$ cat config.mk
export PLATFORM = sky130hd
export DESIGN_NAME = ptw_mmu
export DESIGN_NICKNAME = d
export VERILOG_FILES = /design/src/rtl/ptw_pkg.sv /design/src/rtl/ptw_base_reg.sv /design/src/rtl/ptw_addr_calc.sv /design/src/rtl/ptw_mmu.sv
export SDC_FILE = /design/constraint.sdc
export NUM_CORES = 1
export LEC_CHECK = 0
export BUFFER_PORTS_ARGS = -buffer_cell sky130_fd_sc_hd__buf_2
export CORE_MARGIN = 5
export CORE_UTILIZATION = 50
export CTS_CLUSTER_SIZE = 30
export DETAILED_ROUTE_END_ITERATION = 10
export PLACE_DENSITY_LB_ADDON = 0.12
export SYNTH_ARGS = -nofsm -noshare
export SYNTH_HDL_FRONTEND = slang
export SYNTH_HIERARCHICAL = 1
export SYNTH_SLANG_ARGS = --single-unit
$ cat constraint.sdc
create_clock -name clk -period 7 [get_ports clk]
set_input_delay 1.05 -clock clk [delete_from_list [all_inputs] [get_ports clk]]
set_output_delay 1.05 -clock clk [all_outputs]
set_load 0.03 [all_outputs]
$ cat src/rtl/ptw_pkg.sv
package ptw_pkg;
    typedef enum logic [2:0] {
        ST_IDLE,
        ST_FETCH_PTE,
        ST_WAIT_PTE,
        ST_ACCESS,
        ST_WAIT_DATA,
        ST_FAULT
    } walk_state_t;
endpackage

$ cat src/rtl/ptw_base_reg.sv
module ptw_base_reg #(
    parameter int          AW         = 32,
    parameter logic [31:0] RESET_BASE = 32'h0
) (
    input  logic          clk,
    input  logic          rst_n,
    input  logic          wr_en,
    input  logic [AW-1:0] wr_data,
    input  logic          idle,
    output logic [AW-1:0] base_q
);
    always_ff @(posedge clk or negedge rst_n) begin
        if (!rst_n)
            base_q <= AW'(RESET_BASE);
        else if (wr_en && idle)
            base_q <= wr_data;
    end

    // Hold the base whenever the walker was busy.
    assert_base_hold_R8: assert property (@(posedge clk) disable iff (!rst_n)
        !idle |=> $stable(base_q));
endmodule

$ cat src/rtl/ptw_addr_calc.sv
module ptw_addr_calc #(
    parameter int VA_W        = 32,
    parameter int PA_W        = 32,
    parameter int PAGE_BITS   = 12,
    parameter int ENTRY_SHIFT = 2
) (
    input  logic [PA_W-1:0]           base,
    input  logic [VA_W-1:0]           vaddr,
    input  logic [PA_W-PAGE_BITS-1:0] ppn,
    output logic [PA_W-1:0]           pte_addr,
    output logic [PA_W-1:0]           phys_addr
);
    localparam int VPN_W = VA_W - PAGE_BITS;

    logic [VPN_W-1:0] vpn;

    assign vpn       = vaddr[VA_W-1:PAGE_BITS];
    assign pte_addr  = base + ({{(PA_W-VPN_W){1'b0}}, vpn} << ENTRY_SHIFT);
    assign phys_addr = {ppn, vaddr[PAGE_BITS-1:0]};
endmodule

$ cat src/rtl/ptw_mmu.sv
module ptw_mmu
    import ptw_pkg::*;
#(
    parameter int          VA_W        = 32,
    parameter int          PA_W        = 32,
    parameter int          PTE_W       = 32,
    parameter int          PAGE_BITS   = 12,
    parameter int          ENTRY_SHIFT = 2,
    parameter int          VALID_BIT   = 0,
    parameter logic [31:0] RESET_BASE  = 32'h0
) (
    input  logic            clk,
    input  logic            rst_n,
    input  logic            cpu_req_valid,
    output logic            cpu_req_ready,
    input  logic [VA_W-1:0] cpu_req_vaddr,
    output logic            cpu_rsp_valid,
    output logic [PTE_W-1:0] cpu_rsp_data,
    output logic            cpu_fault,
    output logic [VA_W-1:0] cpu_fault_vaddr,
    input  logic            base_wr_en,
    input  logic [PA_W-1:0] base_wr_data,
    output logic            mem_req_valid,
    input  logic            mem_req_ready,
    output logic [PA_W-1:0] mem_req_addr,
    input  logic            mem_rsp_valid,
    input  logic [PTE_W-1:0] mem_rsp_data
);
    localparam int PPN_W = PA_W - PAGE_BITS;

    walk_state_t state, next_state;

    logic [VA_W-1:0]  vaddr_q;
    logic [PPN_W-1:0] ppn_q;
    logic [PA_W-1:0]  base_q;
    logic [PA_W-1:0]  pte_addr;
    logic [PA_W-1:0]  phys_addr;
    logic             rsp_valid_q;
    logic [PTE_W-1:0] rsp_data_q;
    logic             idle;

    assign idle = (state == ST_IDLE);

    ptw_base_reg #(
        .AW(PA_W), .RESET_BASE(RESET_BASE)
    ) u_base (
        .clk(clk), .rst_n(rst_n), .wr_en(base_wr_en), .wr_data(base_wr_data),
        .idle(idle), .base_q(base_q)
    );

    ptw_addr_calc #(
        .VA_W(VA_W), .PA_W(PA_W), .PAGE_BITS(PAGE_BITS), .ENTRY_SHIFT(ENTRY_SHIFT)
    ) u_addr (
        .base(base_q), .vaddr(vaddr_q), .ppn(ppn_q),
        .pte_addr(pte_addr), .phys_addr(phys_addr)
    );

    // State register
    always_ff @(posedge clk or negedge rst_n) begin
        if (!rst_n) state <= ST_IDLE;
        else        state <= next_state;
    end

    // Transitions
    always_comb begin
        next_state = state;
        unique case (state)
            ST_IDLE:      if (cpu_req_valid) next_state = ST_FETCH_PTE;
            ST_FETCH_PTE: if (mem_req_ready) next_state = ST_WAIT_PTE;
            ST_WAIT_PTE:  if (mem_rsp_valid)
                              next_state = mem_rsp_data[VALID_BIT] ? ST_ACCESS : ST_FAULT;
            ST_ACCESS:    if (mem_req_ready) next_state = ST_WAIT_DATA;
            ST_WAIT_DATA: if (mem_rsp_valid) next_state = ST_IDLE;
            ST_FAULT:     next_state = ST_IDLE;
            default:      next_state = ST_IDLE;
        endcase
    end

    // Datapath registers
    always_ff @(posedge clk or negedge rst_n) begin
        if (!rst_n) begin
            vaddr_q     <= '0;
            ppn_q       <= '0;
            rsp_valid_q <= 1'b0;
            rsp_data_q  <= '0;
        end else begin
            rsp_valid_q <= 1'b0;
            if (idle && cpu_req_valid)
                vaddr_q <= cpu_req_vaddr;
            if (state == ST_WAIT_PTE && mem_rsp_valid)
                ppn_q <= mem_rsp_data[PTE_W-1 -: PPN_W];
            if (state == ST_WAIT_DATA && mem_rsp_valid) begin
                rsp_valid_q <= 1'b1;
                rsp_data_q  <= mem_rsp_data;
            end
        end
    end

    // Outputs
    always_comb begin
        cpu_req_ready   = 1'b0;
        mem_req_valid   = 1'b0;
        mem_req_addr    = '0;
        cpu_fault       = 1'b0;
        cpu_fault_vaddr = '0;
        unique case (state)
            ST_IDLE:      cpu_req_ready = 1'b1;
            ST_FETCH_PTE: begin mem_req_valid = 1'b1; mem_req_addr = pte_addr;  end
            ST_WAIT_PTE:  ;
            ST_ACCESS:    begin mem_req_valid = 1'b1; mem_req_addr = phys_addr; end
            ST_WAIT_DATA: ;
            ST_FAULT:     begin cpu_fault = 1'b1; cpu_fault_vaddr = vaddr_q; end
            default:      ;
        endcase
    end

    assign cpu_rsp_valid = rsp_valid_q;
    assign cpu_rsp_data  = rsp_data_q;

    assert_fault_pulse_R5: assert property (@(posedge clk) disable iff (!rst_n)
        cpu_fault |=> !cpu_fault);
    assert_fault_no_rsp_R5: assert property (@(posedge clk) disable iff (!rst_n)
        !(cpu_fault && cpu_rsp_valid));
    assert_req_hold_R6: assert property (@(posedge clk) disable iff (!rst_n)
        (mem_req_valid && !mem_req_ready) |=> (mem_req_valid && $stable(mem_req_addr)));
    assert_offset_pass_R3: assert property (@(posedge clk) disable iff (!rst_n)
        (state == ST_ACCESS) |-> (mem_req_addr[PAGE_BITS-1:0] == vaddr_q[PAGE_BITS-1:0]));
    assert_rsp_after_data_R4: assert property (@(posedge clk) disable iff (!rst_n)
        cpu_rsp_valid |-> ($past(state) == ST_WAIT_DATA));
    assert_single_outstanding_R7: assert property (@(posedge clk) disable iff (!rst_n)
        cpu_req_ready |-> !mem_req_valid);
endmodule

# == Word level (Yosys, flattened, before mapping) ==
# Cells that the tools add are included.
# op_classes
n_mux,13
n_addsub,1
reduce_logical,7
n_eq_ne,10
# ops
cell,count
$pmux W32 S2,1
$add A32 B22 Y32,1
$mux W32,1
$mux W3,6
$pmux W3 S5,1
$ne A2 B2 Y1 const B,5
$eq A3 B2 Y1 const B,2
$eq A3 B3 Y1 const B,2
$reduce_and A5 Y1,1
$logic_and A1 B1 Y1,4
$mux W1,4
$eq A3 B1 Y1 const B,1
$logic_not A3 Y1,1
$reduce_or A2 Y1,1
# word_totals
register_bits,120

# == Depth between registers and ports, before layout ==
# logic_depth
word_depth,3
ltp_mapped,11
ltp_nobuf,11

# == Cells and area by module ==
# Netlist, hierarchy kept.
# by_module_without_submodules
module,seq_area_each_um2,cells_per_inst,area_per_inst_um2,n_inst
ptw_mmu,2202.1,309,4033.9,1
ptw_addr_calc,0.0,259,1729.2,1
ptw_base_reg,800.8,68,1345.0,1

# == Worst setup path before layout ==
# OpenSTA, ideal clock, no wires.
# synth_path
kind,register to output
start,reg vaddr_q[12]
end,out mem_req_addr[30]
arrival_ns,2.439
path_buffers,0
path_stages_with_launch,12
setup_slack_ns,3.511
cell_sequence,dfrtp_1 -> ha_1 -> inv_1 -> fa_1 -> nor2b_1 -> o2111a_1 -> o31a_1 -> o211ai_2 -> a211oi_2 -> xor2_1 -> mux2i_1 -> nor2_1
# synth_via
elab_chain_len,2
# synth_rtl
item,line_no,rtl
"start, declared",ptw_mmu.sv:33,logic [VA_W-1:0] vaddr_q;
"start signal, assigned",ptw_mmu.sv:89,vaddr_q <= cpu_req_vaddr;
$add A32 B22 Y32,ptw_addr_calc.sv:18,"assign pte_addr = base + ({{(PA_W-VPN_W){1'b0}}, vpn} << ENTRY_SHIFT);"
named net pte_addr[30],ptw_mmu.sv:36,logic [PA_W-1:0] pte_addr;
$pmux W32 S2,ptw_mmu.sv:106,unique case (state)
"end, declared",ptw_mmu.sv:25,"output logic [PA_W-1:0] mem_req_addr,"
# The timed path passes the listed nets, and every way through them passes these cells.

# == Worst setup path after layout ==
# layout_path
start,reg vaddr_q[19]
end,out mem_req_addr[25]
# The elaborated chain is that of the path after synthesis.

==> flow_summary.json <==
{
  "cts.sinks": 120,
  "fin_crit_sh_pct": 62.8,
  "ff_latch_area_um2": 3000,
  "fin_crit_ns": 4.39,
  "cap_violations": 0,
  "tns_ns": 0,
  "fin_skew_ns": 0.00599,
  "synth_edf_count": 0,
  "syn_avg_cell_area_um2": 11.2,
  "synth_top_family_by_area": "multiplexers",
  "synth-simple-area-share_pct": 11.7,
  "grt.overflow.total": 0,
  "setup.worst_path.end": "mem_req_addr[25]",
  "setup_viol": 0,
  "fp.dieH_um": 129,
  "fp.coreArea_um2": 13900,
  "max-clock-path-buffers": 2,
  "synth_compound_area_share_pct": 7.57,
  "rows": 43,
  "r2r_setup_slack_ns": 4.63,
  "critPathRequiredTime_ns": 5.95,
  "vias": 5278,
  "pin_count": 202,
  "crit_type": "reg -> out",
  "crit_slowest_cell": "a31oi_1",
  "worst_pin_slew_ns": 1.24,
  "grt_pass1_vias": 5628,
  "holdBufCountCts": 0,
  "nets": 917,
  "ys_types": 60,
  "syn_inst": 636,
  "path_depth": 10,
  "drc": 0,
  "antenna_found_initial": 1,
  "start_kind": "flip-flop",
  "grt_max_degree": 65,
  "muxShareOfSynthArea_pct": 24.5,
  "slew_headroom_pct": 17.1,
  "grt_pass1_wl_um": 28400,
  "synth_area_um2": 7110,
  "cts_htree_levels": 4,
  "rsz0062_at_grt": "no",
  "wl_um": 17700,
  "drtAntennaViolNets": 0,
  "tritoncts": "yes",
  "drt_pass1_iterations": 4,
  "grt_util_all_layers_pct": 21.7,
  "clkTransAtPathRegs_ns": 0.06,
  "cts_resized": 0,
  "ys_seq_elements": 120,
  "crit_start": "vaddr_q[19]$_DFFE_PN0P_",
  "crit_buf_inv": 1,
  "fmax_ghz": 0.228,
  "synth_xor_area_share_pct": 2.71,
  "wl_per_cell_um": 17.9,
  "place_congestion": 0.916,
  "max_stage_delay_ns": 0.85,
  "clock-root-buffer": "clkbuf_16",
  "status": "finished clean",
  "insertion_delay_ns": 0.41,
  "cp.arrival_ns": 3.34,
  "hold_violations": 0,
  "hpwl_um": 13000,
  "initial_core_util_pct": 51.0,
  "antenna_cells": 0,
  "crit_family": "compound AO/OA/AOI/OAI gates",
  "worst-path-max-fanout": 11,
  "drive_above_1_share_pct": 45.1,
  "r2r-start": "state[1]$_DFFE_PN0P_",
  "dieWidth_um": 129,
  "post-cts-setup-buffers": 0,
  "synthArstFlopShare_pct": 100,
  "yosysWarnings": 6,
  "first_iter_violations": 446,
  "slew_viol_final": 0,
  "end_kind": "output port",
  "rr_endpoint": "ppn_q[6]$_DFFE_PN0P_",
  "worstRegToRegCells": 3,
  "multi_input_area_um2": 3580,
  "hold_path_class": "reg -> reg",
  "ys.flop_type": "dfrtp_1",
  "cp_cell_sequence": "ha_1 -> nand2_1 -> o21ai_0 -> a211oi_1 -> a31oi_1 -> nand2_1 -> o211ai_1 -> mux2i_1 -> nor2_1 -> buf_2",
  "synthAdderAreaFrac_pct": 3.80,
  "dieArea_um2": 16700,
  "vias_per_cell": 5.35,
  "syn-num-nets": 759,
  "cts_inserted_buffers": 17,
  "synth.yosys.seq_area_share_pct": 42.2,
  "port_buffers": 201,
  "area.growth.synth_to_final_pct": 20.2,
  "fillers": 1189,
  "critPathMostFrequentCell": "nand2_1"
}
cell usage after synthesis, drive strengths merged (2+ instances only):
cell type	instances	share of area [%]
dfrtp	120	42
mux2	116	20
buf	58	6.2
nor2	46	2.4
and2	33	2.9
mux2i	32	4.5
nand2	30	1.7
a21oi	25	1.9
ha	20	3.5
inv	16	0.84
o21ai	14	1.0
nand3	13	0.92
nor3	12	0.92
xnor2	11	1.4
xor2	11	1.4
clkbuf	9	0.49
o211ai	9	1.0
nand2b	7	0.62
a31oi	6	0.53
a211oi	5	0.60
a21o	4	0.42
a21boi	3	0.32
and3	3	0.26
nor3b	3	0.39
nor4	3	0.26
o21bai	3	0.32
a311oi	2	0.25
a31o	2	0.25
and4	2	0.25
nand4	2	0.18
nor2b	2	0.18
nor4b	2	0.46
o21a	2	0.21
or2	2	0.18
registers in the layout (all words and copies together) (netlist names):
| name | cells |
|---|---|
| ppn_q | 20 |
| u_base/base_q | 32 |
| state | 3 |
| cpu_rsp_valid | 1 |
| vaddr_q | 32 |
| cpu_rsp_data | 32 |
logic make-up (layout without fill, tap and decap cells):
logic type	after synthesis	after routing
XOR/XNOR	22	22
flip-flops	120	120
adder cells (fa/ha/maj)	21	21
AND/OR/NAND/NOR	161	161
multiplexers	148	148
buffers and inverters	83	254
AO/OA/AOI/OAI	81	81
layout make-up:
type                       count  share of cell area (%)
multi-input combinational    433                    41.9
sequential                   120                    35.2
clock inverter                13                    2.30
clock buffer                  19                    5.07
tap                          180                    2.64
inverter                      16                   0.703
timing repair buffer         206                    12.2
cell usage in the layout, fill, tap and decap left out, types with 3 or more instances in the layout:
cell	instances
clkinv_4	5
a21o_1	4
buf_4	6
nand2b_1	7
bufinv_16	4
nand3_1	13
xor2_1	11
clkbuf_16	17
and2_1	33
o21ai_0	11
buf_2	200
ha_1	20
o211ai_1	8
and3_1	3
mux2_2	84
mux2_4	30
nor4_1	3
nand2_1	29
a211oi_1	4
a31oi_1	6
nor2_1	45
xnor2_1	11
mux2i_1	32
nor3_1	11
dfrtp_1	119
a21oi_1	23
inv_1	15
o21bai_1	3
worst min-delay path by stage:
stage | from | cells past startpoint | to | slack (ns)
final | cpu_rsp_data[5]$_DFFE_PN0P_ | 1 | cpu_rsp_data[5]$_DFFE_PN0P_ | 0.48
after global routing | cpu_rsp_data[5]$_DFFE_PN0P_ | 1 | cpu_rsp_data[5]$_DFFE_PN0P_ | 0.52
after CTS | cpu_rsp_data[5]$_DFFE_PN0P_ | 1 | cpu_rsp_data[5]$_DFFE_PN0P_ | 0.49
after detailed placement | cpu_rsp_data[5]$_DFFE_PN0P_ | 1 | cpu_rsp_data[5]$_DFFE_PN0P_ | 0.47
after global placement | cpu_rsp_data[5]$_DFFE_PN0P_ | 1 | cpu_rsp_data[5]$_DFFE_PN0P_ | 0.47
after floorplan | u_base/base_q[23]$_DFFE_PN0P_ | 1 | u_base/base_q[23]$_DFFE_PN0P_ | 0.48
metal layers:
layer,up-vias,global-route usage (%),routed length [µm]
li1,2519,-,-
met1,2534,29.3,7780
met2,197,34.3,8230
met3,26,5.73,1330
met4,2,7.04,316
met5,-,0,13
per-stage QoR:
step	hold slack, ns	cell area, µm²	instances	utilization (%)	setup slack [ns]
final	0.483	8550	987	61.3	2.61
after global routing	0.515	8550	987	61.3	2.32
after CTS	0.487	8550	987	61.3	2.61
after detailed placement	0.474	7920	955	56.8	3.10
after global placement	0.469	7920	955	56.8	3.14
after floorplan	0.476	7110	636	-	3.51
worst register-to-register path, stage by stage, from the launching register on:
cell     delay [ns]
dfrtp_2        0.34
buf_4          0.56
and3_1         0.94
mux2_2         0.43
Power is not shown: default switching activity piles up to over one toggle a cycle in this logic, so the estimate is an artifact.
